## config.mk

```make
export PLATFORM = sky130hd
export DESIGN_NAME = spi_mem_port
export DESIGN_NICKNAME = d
export VERILOG_FILES = /design/src/rtl/spi_mem_pkg.sv /design/src/rtl/spi_mem_sync.sv /design/src/rtl/spi_mem_frame.sv /design/src/rtl/spi_mem_tx.sv /design/src/rtl/spi_mem_port.sv
export SDC_FILE = /design/constraint.sdc
export NUM_CORES = 1
export LEC_CHECK = 0
export BUFFER_PORTS_ARGS = -buffer_cell sky130_fd_sc_hd__buf_2
export CAP_MARGIN = 5
export CELL_PAD_IN_SITES_DETAIL_PLACEMENT = 1
export CELL_PAD_IN_SITES_GLOBAL_PLACEMENT = 1
export CORE_ASPECT_RATIO = 0.6
export CORE_MARGIN = 2
export CORE_UTILIZATION = 48
export DETAILED_ROUTE_END_ITERATION = 7
export PLACE_DENSITY_LB_ADDON = 0.1
export SLEW_MARGIN = 0
export SYNTH_ARGS = -nofsm -noshare
export SYNTH_HDL_FRONTEND = slang
export SYNTH_HIERARCHICAL = 1
export SYNTH_SLANG_ARGS = --single-unit
```

## constraint.sdc

```tcl
create_clock -name clk -period 3.1 [get_ports clk]
set_clock_uncertainty 0.05 [all_clocks]
set_input_delay 0.775 -clock clk [delete_from_list [all_inputs] [get_ports clk]]
set_output_delay 0.775 -clock clk [all_outputs]
set_load 0.01 [all_outputs]
```

## src/rtl/spi_mem_pkg.sv

```systemverilog
package spi_mem_pkg;

  typedef enum logic [1:0] {
    PH_CMD  = 2'd0,
    PH_ADDR = 2'd1,
    PH_DATA = 2'd2
  } phase_e;

  localparam int unsigned DEF_RD_BIT    = 7;
  localparam int unsigned DEF_NOIRQ_BIT = 6;

  function automatic int unsigned max3(input int unsigned a, input int unsigned b,
                                       input int unsigned c);
    int unsigned m;
    m = (a > b) ? a : b;
    return (m > c) ? m : c;
  endfunction

endpackage

```

## src/rtl/spi_mem_sync.sv

```systemverilog
module spi_mem_sync #(
  parameter int unsigned STAGES = 2
) (
  input  logic clk,
  input  logic rst_n,
  input  logic sck_i,
  input  logic cs_n_i,
  input  logic sdi_i,
  output logic sck_rise,
  output logic sck_fall,
  output logic cs_act,
  output logic sdi_s
);

  localparam int unsigned LANES = 3;
  localparam logic [LANES-1:0] IDLE_LANES = 3'b010;

  logic [STAGES-1:0][LANES-1:0] pipe_q, pipe_d;
  logic                         sck_prev_q, sck_prev_d;
  logic [LANES-1:0]             cur;

  assign cur = pipe_q[STAGES-1];

  always_comb begin
    pipe_d     = {pipe_q[STAGES-2:0], {sdi_i, cs_n_i, sck_i}};
    sck_prev_d = cur[0];
  end

  always_ff @(posedge clk or negedge rst_n) begin
    if (!rst_n) begin
      pipe_q     <= {STAGES{IDLE_LANES}};
      sck_prev_q <= 1'b0;
    end else begin
      pipe_q     <= pipe_d;
      sck_prev_q <= sck_prev_d;
    end
  end

  assign sck_rise = cur[0] & ~sck_prev_q;
  assign sck_fall = ~cur[0] & sck_prev_q;
  assign cs_act   = ~cur[1];
  assign sdi_s    = cur[2];

endmodule

```

## src/rtl/spi_mem_frame.sv

```systemverilog
module spi_mem_frame
  import spi_mem_pkg::*;
#(
  parameter int unsigned CMD_W     = 8,
  parameter int unsigned ADDR_W    = 16,
  parameter int unsigned DATA_W    = 8,
  parameter int unsigned RD_BIT    = DEF_RD_BIT,
  parameter int unsigned NOIRQ_BIT = DEF_NOIRQ_BIT
) (
  input  logic              clk,
  input  logic              rst_n,
  input  logic              sck_rise,
  input  logic              cs_act,
  input  logic              sdi,
  output logic              rd_data_phase,
  output logic              data_bit0,
  output logic [ADDR_W-1:0] mem_addr,
  output logic [DATA_W-1:0] mem_wdata,
  output logic              mem_we,
  output logic              mem_rd,
  output logic              wr_irq
);

  localparam int unsigned LONGEST = max3(CMD_W, ADDR_W, DATA_W);
  localparam int unsigned CNT_W   = $clog2(LONGEST + 1);
  localparam logic [CNT_W-1:0] CMD_LAST  = CNT_W'(CMD_W - 1);
  localparam logic [CNT_W-1:0] ADDR_LAST = CNT_W'(ADDR_W - 1);
  localparam logic [CNT_W-1:0] DATA_LAST = CNT_W'(DATA_W - 1);

  phase_e              phase_q, phase_d;
  logic [CNT_W-1:0]    cnt_q, cnt_d;
  logic [CMD_W-1:0]    cmd_q, cmd_d;
  logic [ADDR_W-2:0]   ash_q, ash_d;
  logic [DATA_W-2:0]   dsh_q, dsh_d;
  logic [ADDR_W-1:0]   cur_q, cur_d;
  logic [ADDR_W-1:0]   maddr_q, maddr_d;
  logic [DATA_W-1:0]   wdata_q, wdata_d;
  logic                we_q, we_d, rd_q, rd_d, irq_q, irq_d;
  logic [ADDR_W-1:0]   addr_full;
  logic [DATA_W-1:0]   byte_full;
  logic [ADDR_W-1:0]   cur_inc;

  assign addr_full = {ash_q, sdi};
  assign byte_full = {dsh_q, sdi};
  assign cur_inc   = cur_q + ADDR_W'(1);

  always_comb begin
    phase_d = phase_q;
    cnt_d   = cnt_q;
    cmd_d   = cmd_q;
    ash_d   = ash_q;
    dsh_d   = dsh_q;
    cur_d   = cur_q;
    maddr_d = maddr_q;
    wdata_d = wdata_q;
    we_d    = 1'b0;
    rd_d    = 1'b0;
    irq_d   = 1'b0;
    if (!cs_act) begin
      phase_d = PH_CMD;
      cnt_d   = '0;
    end else if (sck_rise) begin
      unique case (phase_q)
        PH_CMD: begin
          cmd_d = {cmd_q[CMD_W-2:0], sdi};
          if (cnt_q == CMD_LAST) begin
            phase_d = PH_ADDR;
            cnt_d   = '0;
          end else begin
            cnt_d = cnt_q + CNT_W'(1);
          end
        end
        PH_ADDR: begin
          ash_d = addr_full[ADDR_W-2:0];
          if (cnt_q == ADDR_LAST) begin
            phase_d = PH_DATA;
            cnt_d   = '0;
            cur_d   = addr_full;
            if (cmd_q[RD_BIT]) begin
              rd_d    = 1'b1;
              maddr_d = addr_full;
            end
          end else begin
            cnt_d = cnt_q + CNT_W'(1);
          end
        end
        PH_DATA: begin
          dsh_d = byte_full[DATA_W-2:0];
          if (cnt_q == DATA_LAST) begin
            cnt_d = '0;
            cur_d = cur_inc;
            if (cmd_q[RD_BIT]) begin
              rd_d    = 1'b1;
              maddr_d = cur_inc;
            end else begin
              we_d    = 1'b1;
              maddr_d = cur_q;
              wdata_d = byte_full;
              irq_d   = ~cmd_q[NOIRQ_BIT];
            end
          end else begin
            cnt_d = cnt_q + CNT_W'(1);
          end
        end
        default: begin
          phase_d = PH_CMD;
          cnt_d   = '0;
        end
      endcase
    end
  end

  always_ff @(posedge clk or negedge rst_n) begin
    if (!rst_n) begin
      phase_q <= PH_CMD;
      cnt_q   <= '0;
      cmd_q   <= '0;
      ash_q   <= '0;
      dsh_q   <= '0;
      cur_q   <= '0;
      maddr_q <= '0;
      wdata_q <= '0;
      we_q    <= 1'b0;
      rd_q    <= 1'b0;
      irq_q   <= 1'b0;
    end else begin
      phase_q <= phase_d;
      cnt_q   <= cnt_d;
      cmd_q   <= cmd_d;
      ash_q   <= ash_d;
      dsh_q   <= dsh_d;
      cur_q   <= cur_d;
      maddr_q <= maddr_d;
      wdata_q <= wdata_d;
      we_q    <= we_d;
      rd_q    <= rd_d;
      irq_q   <= irq_d;
    end
  end

  assign rd_data_phase = cs_act & (phase_q == PH_DATA) & cmd_q[RD_BIT];
  assign data_bit0     = (cnt_q == '0);
  assign mem_addr      = maddr_q;
  assign mem_wdata     = wdata_q;
  assign mem_we        = we_q;
  assign mem_rd        = rd_q;
  assign wr_irq        = irq_q;

endmodule

```

## src/rtl/spi_mem_tx.sv

```systemverilog
module spi_mem_tx #(
  parameter int unsigned DATA_W = 8
) (
  input  logic              clk,
  input  logic              rst_n,
  input  logic              cs_act,
  input  logic              sck_fall,
  input  logic              drive_en,
  input  logic              byte_start,
  input  logic              rd_req,
  input  logic [DATA_W-1:0] rdata,
  output logic              sdo,
  output logic              sdo_oe
);

  logic              wait_q, wait_d;
  logic [DATA_W-1:0] hold_q, hold_d;
  logic [DATA_W-1:0] sh_q, sh_d;
  logic              sdo_q, sdo_d;
  logic              oe_q, oe_d;
  logic [DATA_W-1:0] src;

  assign src = byte_start ? hold_q : sh_q;

  always_comb begin
    wait_d = rd_req;
    hold_d = hold_q;
    sh_d   = sh_q;
    sdo_d  = sdo_q;
    oe_d   = oe_q;
    if (wait_q) begin
      hold_d = rdata;
    end
    if (!cs_act) begin
      oe_d  = 1'b0;
      sdo_d = 1'b0;
    end else if (sck_fall && drive_en) begin
      oe_d  = 1'b1;
      sdo_d = src[DATA_W-1];
      sh_d  = {src[DATA_W-2:0], 1'b0};
    end
  end

  always_ff @(posedge clk or negedge rst_n) begin
    if (!rst_n) begin
      wait_q <= 1'b0;
      hold_q <= '0;
      sh_q   <= '0;
      sdo_q  <= 1'b0;
      oe_q   <= 1'b0;
    end else begin
      wait_q <= wait_d;
      hold_q <= hold_d;
      sh_q   <= sh_d;
      sdo_q  <= sdo_d;
      oe_q   <= oe_d;
    end
  end

  assign sdo    = sdo_q;
  assign sdo_oe = oe_q;

endmodule

```

## src/rtl/spi_mem_port.sv

```systemverilog
module spi_mem_port
  import spi_mem_pkg::*;
#(
  parameter int unsigned CMD_W       = 8,
  parameter int unsigned ADDR_W      = 16,
  parameter int unsigned DATA_W      = 8,
  parameter int unsigned SYNC_STAGES = 2,
  parameter int unsigned RD_BIT      = DEF_RD_BIT,
  parameter int unsigned NOIRQ_BIT   = DEF_NOIRQ_BIT
) (
  input  logic              clk,
  input  logic              rst_n,
  input  logic              spi_sck,
  input  logic              spi_cs_n,
  input  logic              spi_mosi,
  output logic              spi_miso,
  output logic              spi_miso_oe,
  output logic [ADDR_W-1:0] mem_addr,
  output logic [DATA_W-1:0] mem_wdata,
  output logic              mem_we,
  output logic              mem_rd,
  input  logic [DATA_W-1:0] mem_rdata,
  output logic              wr_irq
);

  logic sck_rise, sck_fall, cs_act, sdi_s;
  logic rd_data_phase, data_bit0;

  spi_mem_sync #(
    .STAGES (SYNC_STAGES)
  ) u_sync (
    .clk      (clk),
    .rst_n    (rst_n),
    .sck_i    (spi_sck),
    .cs_n_i   (spi_cs_n),
    .sdi_i    (spi_mosi),
    .sck_rise (sck_rise),
    .sck_fall (sck_fall),
    .cs_act   (cs_act),
    .sdi_s    (sdi_s)
  );

  spi_mem_frame #(
    .CMD_W     (CMD_W),
    .ADDR_W    (ADDR_W),
    .DATA_W    (DATA_W),
    .RD_BIT    (RD_BIT),
    .NOIRQ_BIT (NOIRQ_BIT)
  ) u_frame (
    .clk           (clk),
    .rst_n         (rst_n),
    .sck_rise      (sck_rise),
    .cs_act        (cs_act),
    .sdi           (sdi_s),
    .rd_data_phase (rd_data_phase),
    .data_bit0     (data_bit0),
    .mem_addr      (mem_addr),
    .mem_wdata     (mem_wdata),
    .mem_we        (mem_we),
    .mem_rd        (mem_rd),
    .wr_irq        (wr_irq)
  );

  spi_mem_tx #(
    .DATA_W (DATA_W)
  ) u_tx (
    .clk        (clk),
    .rst_n      (rst_n),
    .cs_act     (cs_act),
    .sck_fall   (sck_fall),
    .drive_en   (rd_data_phase),
    .byte_start (data_bit0),
    .rd_req     (mem_rd),
    .rdata      (mem_rdata),
    .sdo        (spi_miso),
    .sdo_oe     (spi_miso_oe)
  );

endmodule

```

### Yosys cells after proc, flatten, opt, wreduce, memory -nomap -nowiden

Index checks and enable logic that the tools add are counted.

* register bits: 105
* input port bits: 13
* logic and storage cells: 94

* $add $sub $neg: 2
* equality and inequality tests: 10
* mux-type cells: 39
* bitwise operators: 9
* reductions and logical operators: 15

Operators with widths (count)
* 16-bit two-way mux: 6
* 16-bit case mux with 2 select lines: 2
* 5-bit two-way mux: 4
* 1-bit two-way mux: 19
* 16-bit by 1-bit adder with 16-bit output (second input constant): 1
* 5-bit case mux with 2 select lines: 1
* 5-bit AND reduction: 2
* 3-bit AND reduction: 3
* 2-bit two-way mux: 4
* 8-bit two-way mux: 1
* 2-bit by 1-bit != test with 1-bit output (second input constant): 3
* 3-bit by 2-bit != test with 1-bit output (second input constant): 2
* 2-bit case mux with 3 select lines: 1
* 6-bit AND reduction: 1
* 2-bit nonzero test: 3
* 5-bit by 1-bit adder with 5-bit output (second input constant): 1
* 5-bit by 3-bit equality test with 1-bit output (second input constant): 1
* 5-bit by 4-bit equality test with 1-bit output (second input constant): 1
* 5-bit logical NOT: 1
* 1-bit NOT: 5
* 1-bit bitwise AND: 4
* 4-bit AND reduction: 1
* 2-bit by 1-bit equality test with 1-bit output (second input constant): 1
* 2-bit equality test (second input constant): 1
* 6 further kinds: 6

### Depth between registers and ports, before layout

Gate-level depths: netlist of run 1.

* depth after elaboration: 6
* gate-level depth with buffers: 10
* depth with buffers taken out: 9

### Modules after synthesis

Netlist of run 1, hierarchy kept.

By module, submodules not included
* spi_mem_frame: instances 1, cells an instance 394, area each 4204.0 um2, sequential area each 2001.9 um2
* spi_mem_tx: instances 1, cells an instance 60, area each 790.8 um2, sequential area each 450.4 um2
* spi_mem_sync: instances 1, cells an instance 10, area each 196.4 um2, sequential area each 177.7 um2

### Least setup slack after synthesis of run 1

Ideal clock, no wire load.

* path type: flip-flop to flip-flop
* from: register u_frame.phase_q[0]
* to: register u_tx.sh_q[1]
* library setup time: 0.079 ns
* arrival: 2.115 ns
* data required time: 2.971 ns
* slack: 0.855 ns
* stages on the path, launching flop included: 11
* path through: dfrtp_1 > inv_1 > ha_1 > buf_2 > buf_2 > clkbuf_1 > and3_1 > buf_4 > and3_4 > buf_6 > mux2i_1

* cells in the longest elaborated chain, start to end: 5

Ends and longest elaborated chain
* start, declared: line spi_mem_frame.sv:30 `phase_e phase_q, phase_d;`
* start signal, assigned: line spi_mem_frame.sv:127 `phase_q <= phase_d;`
* 2-bit equality test: line spi_mem_frame.sv:141 `assign rd_data_phase = cs_act & (phase_q == PH_DATA) & cmd_q[RD_BIT];`
* 1-bit bitwise AND (2 in a row): line spi_mem_frame.sv:141
* named net rd_data_phase: line spi_mem_port.sv:27 `logic rd_data_phase, data_bit0;`
* 1-bit logical AND: line spi_mem_tx.sv:37 `end else if (sck_fall && drive_en) begin`
* 2-bit AND reduction (no source line)
* end signal, assigned: line spi_mem_tx.sv:48 `sh_q <= '0;`
* end signal, assigned: line spi_mem_tx.sv:54 `sh_q <= sh_d;`
* end, declared: line spi_mem_tx.sv:18 `logic [DATA_W-1:0] sh_q, sh_d;`

The timed path passes the listed nets, and every way through them passes these cells.
A chain may end at the register's enable or synchronous reset.

### Worst setup path in the final report of run 1

* from: register u_frame.cnt_q[0]
* to: register u_frame.maddr_q[6], in the netlist u_frame/mem_addr[6]

* cells in the longest elaborated chain, start to end: 3
* elaborated cells between the ends (all ways): 5

Ends and longest elaborated chain
* start, declared: line spi_mem_frame.sv:31 `logic [CNT_W-1:0] cnt_q, cnt_d;`
* start signal, assigned: line spi_mem_frame.sv:128 `cnt_q <= cnt_d;`
* 5-bit by 3-bit equality test with 1-bit output / 5-bit by 4-bit equality test with 1-bit output (equally long branches): line spi_mem_frame.sv:89, spi_mem_frame.sv:75
* 2-bit by 1-bit != test with 1-bit output (no source line)
* 6-bit AND reduction (no source line) (*)
* end signal, assigned: line spi_mem_frame.sv:133 `maddr_q <= maddr_d;`
* end, declared: line spi_mem_frame.sv:36 `logic [ADDR_W-1:0] maddr_q, maddr_d;`

Mark *: on every way between the ends. The rest lies on a longest branch, timed or not.

==> reports/summary.txt, run 1 <==
ANT cells: 0
Hold WC Path Type: reg -> reg
post-synthesis compound-gate area fraction: 12.6%
simple-gate portion of the synthesized area: 14.1%
pin count of the biggest net entering global routing: 47
final instance area: 0.00577 sq mm
synth-to-layout area growth: 11.2%
Reg2Reg Depth: 9
Slew HR: 38.3%
Final WS setup: 0.578 ns
asr flop ratio synth: 100%
Placer Congestion: 0.839
via/cell ratio: 5.81
Synth Flop Type: dfrtp_1
Avg Cell Area, Syn: 11.2 sq um
max-capacitance violation count: 0
top cells by area, synth: dfrtp_1 50%, mux2_2 10%, mux2i_1 2.9%
share of cells above drive strength 1: 27.1%
largest family of logic cells by synthesized area: simple AND/OR/NAND/NOR gates
Post-synth EDFFs: 0
top cells by count, synth: 103 x dfrtp_1, 47 x mux2_2, 35 x nand2_1
clk root buf: clkbuf_16
Yosys top cell by area: dfrtp_1
area share of the largest cell type after synthesis: 49.7%
post-synthesis sequential area ratio: 50.7%
worst slew pin tran: 0.925 ns
# IOs: 42
P per Cell Area: 472 mW/mm^2
Max Clk Rate: 396 MHz
Multi-input gate area: 0.00233 sq mm
total CTS buffers: 9
synth warn: 6
first-pass detailed-route iteration total: 4
Period minus WS final: 2.52 ns
pre-CTS setup slack: 0.617 ns
HPWL Detailed: 8920 microns
Final Max Slew Viols: 0
H-tree depth: 3
mux cell area share after synthesis: 13.1%
Worst EP required: 3.31 ns
CTS sink cnt: 105
CTS Hold Bufs: 0
PortBufs: 41
post-layout util: 54.7%
setup violators final: 0
CTS tree: built
Routed Wire Length: 12500 microns
total track usage: 23.1%
clk slew on worst S/H paths: 0.07 ns
Storage cell area: 0.00263 sq mm
WL/cell: 19.5 microns
Core ar.: 0.0106 sq mm
effective utilization at floorplan: 49.2%
Post-Synth XOR/XNOR Area: 2.70%
cts repair resizes: 0
Crit Path Max Fanout: 5
initial antenna violation count: 0
Leakage: 2.77 nW
post-synthesis adder-cell area fraction: 2.41%
grt total ovfl: 0
RSZ-0062 raised after global routing: false
die area: 0.0117 sq mm
Die Y: 84.6 microns
syn_nets: 487
Area after DPL: 0.00548 sq mm
crit start category: flop
vias in the first global route: 3882
Total Neg Setup Slack: 0 ns
final worst path period share: 81.4%
Vias: 3722
num rows: 29
Layout fillers: 1158
crit path kind: reg -> reg
Clock Tree Buf Depth: 2
critical path endpoint category: flop
# DRC: 0
Critical Path AT: 2.74 ns
outcome: complete, no violations
worst vdd ir: 0.352 mV
Post-CTS Setup Bufs: 0
Hold Crit Depth: 0
slowest CP cell: dfrtp_1
Final ANT Viol Nets: 0
first-pass GRT wire length: 21100 microns
Die X: 138 microns
cell count after synthesis: 464
Synth cell types: 62
CP peak stage delay: 0.43 ns
Fin. Hold Viols: 0
NumNets Final: 520
#FFs+latches synth: 105
worst skew pair latency: 0.36 ns
Cell Chain, Critical Path: ha_1 -> nand3_1 -> inv_1 -> ha_1 -> nand2_1 -> a21o_1 -> a21oi_1 -> nand2_1 -> o21ai_0
Mapped Area: 0.00519 sq mm
initial drt markers: 169
top-count cell post-synth: dfrtp_1
[through the flow]
step	power, mW	hold WS [ns]	instances
final	2.72	0.303	641
after global routing	2.83	0.314	641
after CTS	2.76	0.309	641
after detailed placement	1.63	0.293	625
after global placement	1.62	0.286	625
after floorplan	1.56	0.281	464
[logic make-up after synthesis]
kind of cell    count (synthesis)
xor+xnor                       16
fa+ha+maj                      10
simple gates                  129
buf+inv                        42
flops                         105
compound gates                100
mux                            62
[worst paths after layout]
check | slack [ns] | endpoint | startpoint
min reg2reg | 0.30 | u_sync/cur[2] | u_sync/pipe_d[5]
max reg2reg | 0.58 | u_frame/mem_addr[6] | u_frame/cnt_q[0]
min in group asynchronous | 0.38 | u_frame/mem_wdata[2] | rst_n
max | 0.58 | u_frame/mem_addr[6] | u_frame/cnt_q[0]
max in group asynchronous | 1.79 | u_sync/pipe_d[4] | rst_n
min | 0.30 | u_sync/cur[2] | u_sync/pipe_d[5]
[sequential cells by signal, indices dropped and copies added (netlist names), 2 cells and up]
signal             count
u_frame/cmd_q          8
u_sync/pipe_d          3
u_tx/sh_q              7
u_frame/ash_q         15
u_frame/mem_addr      16
u_frame/dsh_q          7
u_frame/phase_q        2
u_frame/cnt_q          5
u_frame/mem_wdata      8
u_tx/hold_q            8
u_sync/cur             3
u_frame/cur_q         16
[cell usage in the layout (no fill, tap or decap), types with 4 or more instances in the layout]
cell and count:
nor3_1 5, nand3_1 17, nand2_1 35, ha_1 10
inv_1 13, xnor2_1 4, buf_4 10, a21oi_1 28
clkbuf_16 9, dfrtp_1 103, mux2_2 47, nor4_1 5
o22ai_1 8, xor2_1 12, nand4_1 7, and3_1 6
o21ai_0 24, nor2b_1 5, buf_2 40, a31oi_1 6
mux2i_1 15, a21o_1 7, nor2_1 24
[cell type report]
cell class | count | share of cell area, %
Timing Repair Buffer | 51 | 5.12
Inverter | 13 | 0.846
Sequential cell | 105 | 45.6
Clock inverter | 6 | 0.867
Clock buffer | 10 | 4.14
Multi-Input combinational cell | 317 | 40.4
Tap cell | 139 | 3.01
[worst max-delay path: cells and delay by family (launching register included)]
family	cells	cell delay (ns)
AO/OA/AOI/OAI	3	0.91
AND/OR/NAND/NOR	3	0.52
adder cells (fa/ha/maj)	2	0.44
buffers and inverters	1	0.08
flip-flops	1	0.43
[per-layer routing]
metal  routed length (microns)  GRT usage (%)  up-vias
met4                       114           5.66        0
li1                          -              -     1726
met5                         0              0        -
met1                      6100           32.7     1918
met3                       526           5.02        9
met2                      5770           36.8       69
[power by group]
part           internal [mW]  switching (mW)
combinational         0.0629          0.0862
clock                  0.579           0.543
sequential              1.42          0.0365
(Power assumes the default switching activity.)
==> inputs of run 2 (changes only) <==
ABC_AREA = 1   (was default)
CORE_UTILIZATION = 45   (was 48)
clock period = 2.4 ns   (was 3.1 ns; I/O delays follow)
==> run 2 against run 1 <==
Compared with the run above: largest power group unchanged; critical path type unchanged; maximum frequency grew 13%; largest cell class unchanged; highest routed layer unchanged; sequential power grew 74%; via count grew 15%.
==> reports/summary.txt, run 2 <==
Synth cell types: 37
Multi-input gate area: 0.00210 sq mm
top-count cell post-synth: nand2_1
first-pass GRT wire length: 22600 microns
# DRC: 0
most used routing layer in global routing: met2
HPWL Detailed: 9840 microns
total track usage: 24.0%
Fin. Hold Viols: 0
most common cell after layout, fill and taps aside: nand2_1
final instance area: 0.00588 sq mm
M3 GR Usage: 5.64%
setup violators final: 0
post-synthesis adder-cell area fraction: 2.46%
Critical Path AT: 2.42 ns
worst skew pair latency: 0.36 ns
via/cell ratio: 5.26
initial drt markers: 284
PortBufs: 41
post-synthesis sequential area ratio: 51.7%
overall power: 5.55 mW
worst slew pin tran: 0.511 ns
Final Max Slew Viols: 0
synth warn: 6
max-capacitance violation count: 0
Storage cell area: 0.00263 sq mm
asr flop ratio synth: 100%
sw power: 2.06 mW
CP peak stage delay: 0.41 ns
most frequent cells in the layout: 165 x nand2_1, 103 x dfrtp_1, 78 x nor2_1, 64 x inv_1, 52 x o21ai_0
cell count after synthesis: 616
Crit Path Max Fanout: 8
outcome: complete, no violations
Clock Tree Buf Depth: 2
Period minus WS final: 2.23 ns
effective utilization at floorplan: 45.6%
final worst path period share: 93.0%
Yosys top cell by area: dfrtp_1
Post-Synth XOR/XNOR Area: 1.21%
H-tree depth: 3
CTS sink cnt: 105
Layout fillers: 1342
crit path kind: reg -> reg
NumNets Final: 690
Die X: 141 microns
slowest CP cell: dfrtp_1
simple-gate portion of the synthesized area: 23.3%
top cells by area, synth: dfrtp_1 51%, nand2_1 12%, nor2_1 5.8%
grt total ovfl: 0
clk slew on worst S/H paths: 0.08 ns
Area after DPL: 0.00547 sq mm
RSZ-0062 raised after global routing: false
global-route track usage on met1: 35.4%
Total Neg Setup Slack: 0 ns
met2 global-route usage: 36.0%
area share of the largest cell type after synthesis: 50.7%
num rows: 30
power share of the sequential group: 45.4%
first-pass detailed-route iteration total: 5
Vias: 4293
switching power share of the total: 37.1%
Max Clk Rate: 448 MHz
post-layout util: 52.7%
worst setup path start: u_frame/cnt_q[0]
worst vdd ir: 0.428 mV
Final ANT Viol Nets: 0
Die Y: 86.4 microns
Cell Chain, Critical Path: ha_1 -> nand2_1 -> nor2_1 -> ha_1 -> nor2_1 -> inv_1 -> nand2_2 -> nand3b_4 -> clkinvlp_4 -> o21ai_1 -> o21ai_0
Synth Flop Type: dfrtp_1
largest family of logic cells by synthesized area: simple AND/OR/NAND/NOR gates
top cells by count, synth: 166 x nand2_1, 103 x dfrtp_1, 78 x nor2_1
share of cells above drive strength 1: 16.8%
Mapped Area: 0.00509 sq mm
P per Cell Area: 943 mW/mm^2
clock share of power: 27.2%
Leakage: 2.98 nW
syn_nets: 639
Hold WC Path Type: in -> async
crit start category: flop
post-synthesis compound-gate area fraction: 12.2%
initial antenna violation count: 0
total CTS buffers: 9
Worst R2R Start: u_frame/cnt_q[0]
Core ar.: 0.0111 sq mm
mux cell area share after synthesis: 1.55%
Placer Congestion: 0.854
Avg Cell Area, Syn: 8.26 sq um
Int Pwr: 3.49 mW
Comb pwr share: 27.4%
pin count of the biggest net entering global routing: 47
Slew HR: 65.8%
WL/cell: 17.2 microns
Post-synth EDFFs: 0
die area: 0.0122 sq mm
Routed Wire Length: 14100 microns
clk root buf: clkbuf_16
# IOs: 42
vias in the first global route: 4369
ANT cells: 0
Worst EP required: 2.58 ns
#FFs+latches synth: 105
synth-to-layout area growth: 15.6%
CTS tree: built
critical path endpoint category: flop
-- run 2: changes by cell type in the layout (fill, tap and decap cells not counted), sizes merged, moves of 6 or more --
cell   delta
inv      +57
a22oi     +6
mux2     -40
nand2   +134
xor2      -6
and3      -7
nand3     +6
o22ai     -7
buf       +9
nor2     +55
mux2i    -15
o21ai    +38
a21o      -7
-- run 2: layout make-up --
class | count | area share [%]
Sequential cell | 105 | 44.7
Multi-Input combinational cell | 419 | 35.8
Timing Repair Buffer | 60 | 6.38
Inverter | 72 | 4.79
Clock buffer | 9 | 3.83
Tap cell | 144 | 3.06
Clock inverter | 7 | 1.45
-- run 2: cells by family after synthesis --
kind of cell	count (synthesis)
AOI/OAI and AO/OA	111
adders and majority gates	10
DFF	105
xor gates and xnor gates	7
muxes	7
and+or+nand+nor	282
buffers and inverters	94
-- run 2: worst max-delay path: cells and delay by family (launching register included) --
family | cells | cell delay (ns)
buffers and inverters | 2 | 0.30
AO/OA/AOI/OAI | 2 | 0.20
adder cells (fa/ha/maj) | 2 | 0.44
AND/OR/NAND/NOR | 5 | 0.71
flip-flops | 1 | 0.41
-- run 2: what timing repair did --
action | 4_1_cts | 5_1_grt
hold buffers | 0 | 0
endpoints found under the hold margin | 0 | 0
endpoints found under the setup margin | 0 | 24
setup buffers | 0 | 7
resized for setup | 0 | 7
-- run 2: path summary, 6_finish.rpt --
check,endpoint,slack (ns),cells past startpoint
worst min register to register,u_sync/cur[1],0.31,0
max in group asynchronous,u_sync/cur[1],1.58,2
worst max-delay path,u_frame/cur_q[4],0.17,11
worst max register to register,u_frame/cur_q[4],0.17,11
worst min-delay path,u_frame/dsh_q[2],0.10,1
min in group clk,u_sync/pipe_d[4],0.29,1
-- run 2: per-layer routing --
| metal | up-vias | share of wire, % |
|---|---|---|
| li1 | 2061 | - |
| met3 | 11 | 4.6 |
| met1 | 2131 | 51 |
| met5 | - | 0 |
| met2 | 90 | 44 |
| met4 | 0 | 0.81 |
-- run 2: power groups by stage --
| stage | Clock (mW) | Combinational (mW) | Sequential [mW] |
|---|---|---|---|
| floorplan | 0 | 0.931 | 2.51 |
| global placement | 0 | 1.39 | 2.52 |
| detailed placement | 0 | 1.47 | 2.55 |
| CTS | 1.56 | 1.48 | 2.52 |
| global route | 1.61 | 1.72 | 2.58 |
| finish | 1.51 | 1.52 | 2.52 |
-- run 2: metrics by stage --
step | hold slack (ns) | worst slack [ns] | instances
after floorplan | 0.254 | 0.428 | 616
after global placement | 0.285 | 0.252 | 791
after detailed placement | 0.298 | 0.0774 | 791
after CTS | 0.103 | 0.0189 | 807
after global routing | 0.113 | 0.0320 | 816
final | 0.105 | 0.167 | 816
==> inputs of run 3 (changes only) <==
ABC_AREA = 0   (was 1)
CORE_UTILIZATION = 48   (was 45)
PLACE_DENSITY_LB_ADDON = 0.25   (was 0.1)
==> run 3 against run 2 <==
Compared with the run above: wire length is 8.0% lower; global-route usage is 0.64 points lower; sequential share of layout area is 0.39 points lower; critical endpoint is now u_frame/cur_q[13]; largest power group unchanged.
==> reports/summary.txt, run 3 (synthesized netlist as in run 1, its figures left out) <==
WL/cell: 19.7 microns
grt total ovfl: 0
H-tree depth: 3
Max Clk Rate: 452 MHz
worst setup path start: u_frame/cnt_q[0]
# DRC: 0
outcome: complete, no violations
Fin. Hold Viols: 0
CTS sink cnt: 105
Core ar.: 0.0106 sq mm
via/cell ratio: 5.82
M1 WL: 5880 microns
Critical Path AT: 2.37 ns
Slew HR: 64.8%
total track usage: 23.4%
P per Cell Area: 598 mW/mm^2
Clock Tree Buf Depth: 2
Hold WC Path Type: in -> async
post-layout util: 56.2%
Final ANT Viol Nets: 0
ANT cells: 0
first-pass detailed-route iteration total: 4
max-capacitance violation count: 0
Die X: 138 microns
final worst path period share: 92.2%
worst slew pin tran: 0.526 ns
first-pass GRT wire length: 21500 microns
Die Y: 84.6 microns
highest routed layer: met4
total CTS buffers: 9
R2R Setup Slk: 0.19 ns
crit start category: flop
die area: 0.0117 sq mm
met3 routed WL: 688 microns
worst vdd ir: 0.384 mV
Reg2Reg Depth: 10
critical path endpoint category: flop
clk slew on worst S/H paths: 0.08 ns
Critical Path Sink: u_frame/cur_q[13]
Total Neg Setup Slack: 0 ns
Routed Wire Length: 12900 microns
# IOs: 42
DR WL met2: 6250 microns
Crit Path Max Fanout: 7
Worst R2R Start: u_frame/cnt_q[0]
crit path kind: reg -> reg
initial antenna violation count: 0
initial drt markers: 282
HPWL Detailed: 9400 microns
PortBufs: 41
CTS Hold Bufs: 0
effective utilization at floorplan: 49.2%
Period minus WS final: 2.21 ns
share of cells above drive strength 1: 30.4%
Worst EP required: 2.56 ns
setup violators final: 0
Final Max Slew Viols: 0
clk root buf: clkbuf_16
worst skew pair latency: 0.35 ns
most frequent cells in the layout: 103 x dfrtp_1, 47 x mux2_2, 40 x buf_2, 34 x nand2_1, 28 x a21oi_1
Vias: 3821
num rows: 29
vias in the first global route: 4022
most common cell after layout, fill and taps aside: dfrtp_1
Worst R2R End: u_frame/cur_q[13]
Leakage: 2.85 nW
NumNets Final: 535
pin count of the biggest net entering global routing: 40
Placer Congestion: 0.947
synth-to-layout area growth: 14.3%
CTS tree: built
run 3: cell count changes in the layout (fill, tap and decap cells not counted), sizes merged, moves of 6 or more:
cell	before	now
a22oi	9	3
xor2	6	12
buf	60	66
nor2	79	24
and3	0	7
o21ai	64	26
mux2	7	47
nand3	23	17
nand2	171	37
mux2i	0	15
a21o	0	7
o22ai	1	8
inv	73	16
run 3: worst max-delay path, cell delays in order, from the launching register on:
cell      delay, ns
dfrtp_1        0.45
ha_4           0.19
nand3_1        0.11
inv_1          0.08
ha_2           0.20
and2b_4        0.23
nor2_2         0.16
buf_4          0.19
o21ai_0        0.10
o21ai_0        0.17
o311ai_0       0.15
run 3: worst min-delay path by stage:
stage | from | endpoint | slack (ns) | cells after the start
3_5_place_dp | u_sync/pipe_d[4] | u_sync/cur[1] | 0.30 | 0
2_1_floorplan | rst_n | u_frame/ash_q[0] | 0.25 | 0
6_report | rst_n | u_frame/mem_wdata[1] | 0.13 | 1
4_1_cts | rst_n | u_frame/mem_wdata[1] | 0.15 | 1
5_1_grt | rst_n | u_frame/mem_wdata[1] | 0.15 | 1
3_3_place_gp | u_sync/pipe_d[5] | u_sync/cur[2] | 0.29 | 0
run 3: routing by layer:
layer,vias to the layer above,GRT usage (%)
met4,0,5.75
met2,93,39.3
met5,-,0
li1,1760,-
met1,1958,31.2
met3,10,5.13
run 3: repair_timing:
item	4_1_cts	5_1_grt
hold endpoints to repair	0	0
buffers inserted	0	1
gates resized for setup	0	9
setup endpoints to repair	0	24
run 3: stage by stage:
stage	area (sq um)	cells	worst slack [ns]	total power [mW]	hold slack, ns
after CTS	5900	655	0.0258	3.59	0.145
final	5930	656	0.188	3.54	0.126
after detailed placement	5600	639	0.00398	2.13	0.299
after global routing	5930	656	-0.00608	3.70	0.149
after global placement	5600	639	0.171	2.11	0.289
after floorplan	5190	464	0.155	2.02	0.254
run 3: layout make-up:
type / instances / area [sq um]
inverter: 13 / 48.8
sequential: 105 / 2630
clock inverter: 7 / 71.3
fill: 1125 / 4630
clock buffer: 9 / 225
multi-input combinational: 317 / 2360
timing repair buffer: 66 / 424
tap: 139 / 174
run 3: power breakdown:
| part | internal [mW] | switching, mW |
|---|---|---|
| clock | 0.733 | 0.721 |
| combinational | 0.0943 | 0.127 |
| sequential | 1.83 | 0.0381 |
| total | 2.66 | 0.886 |
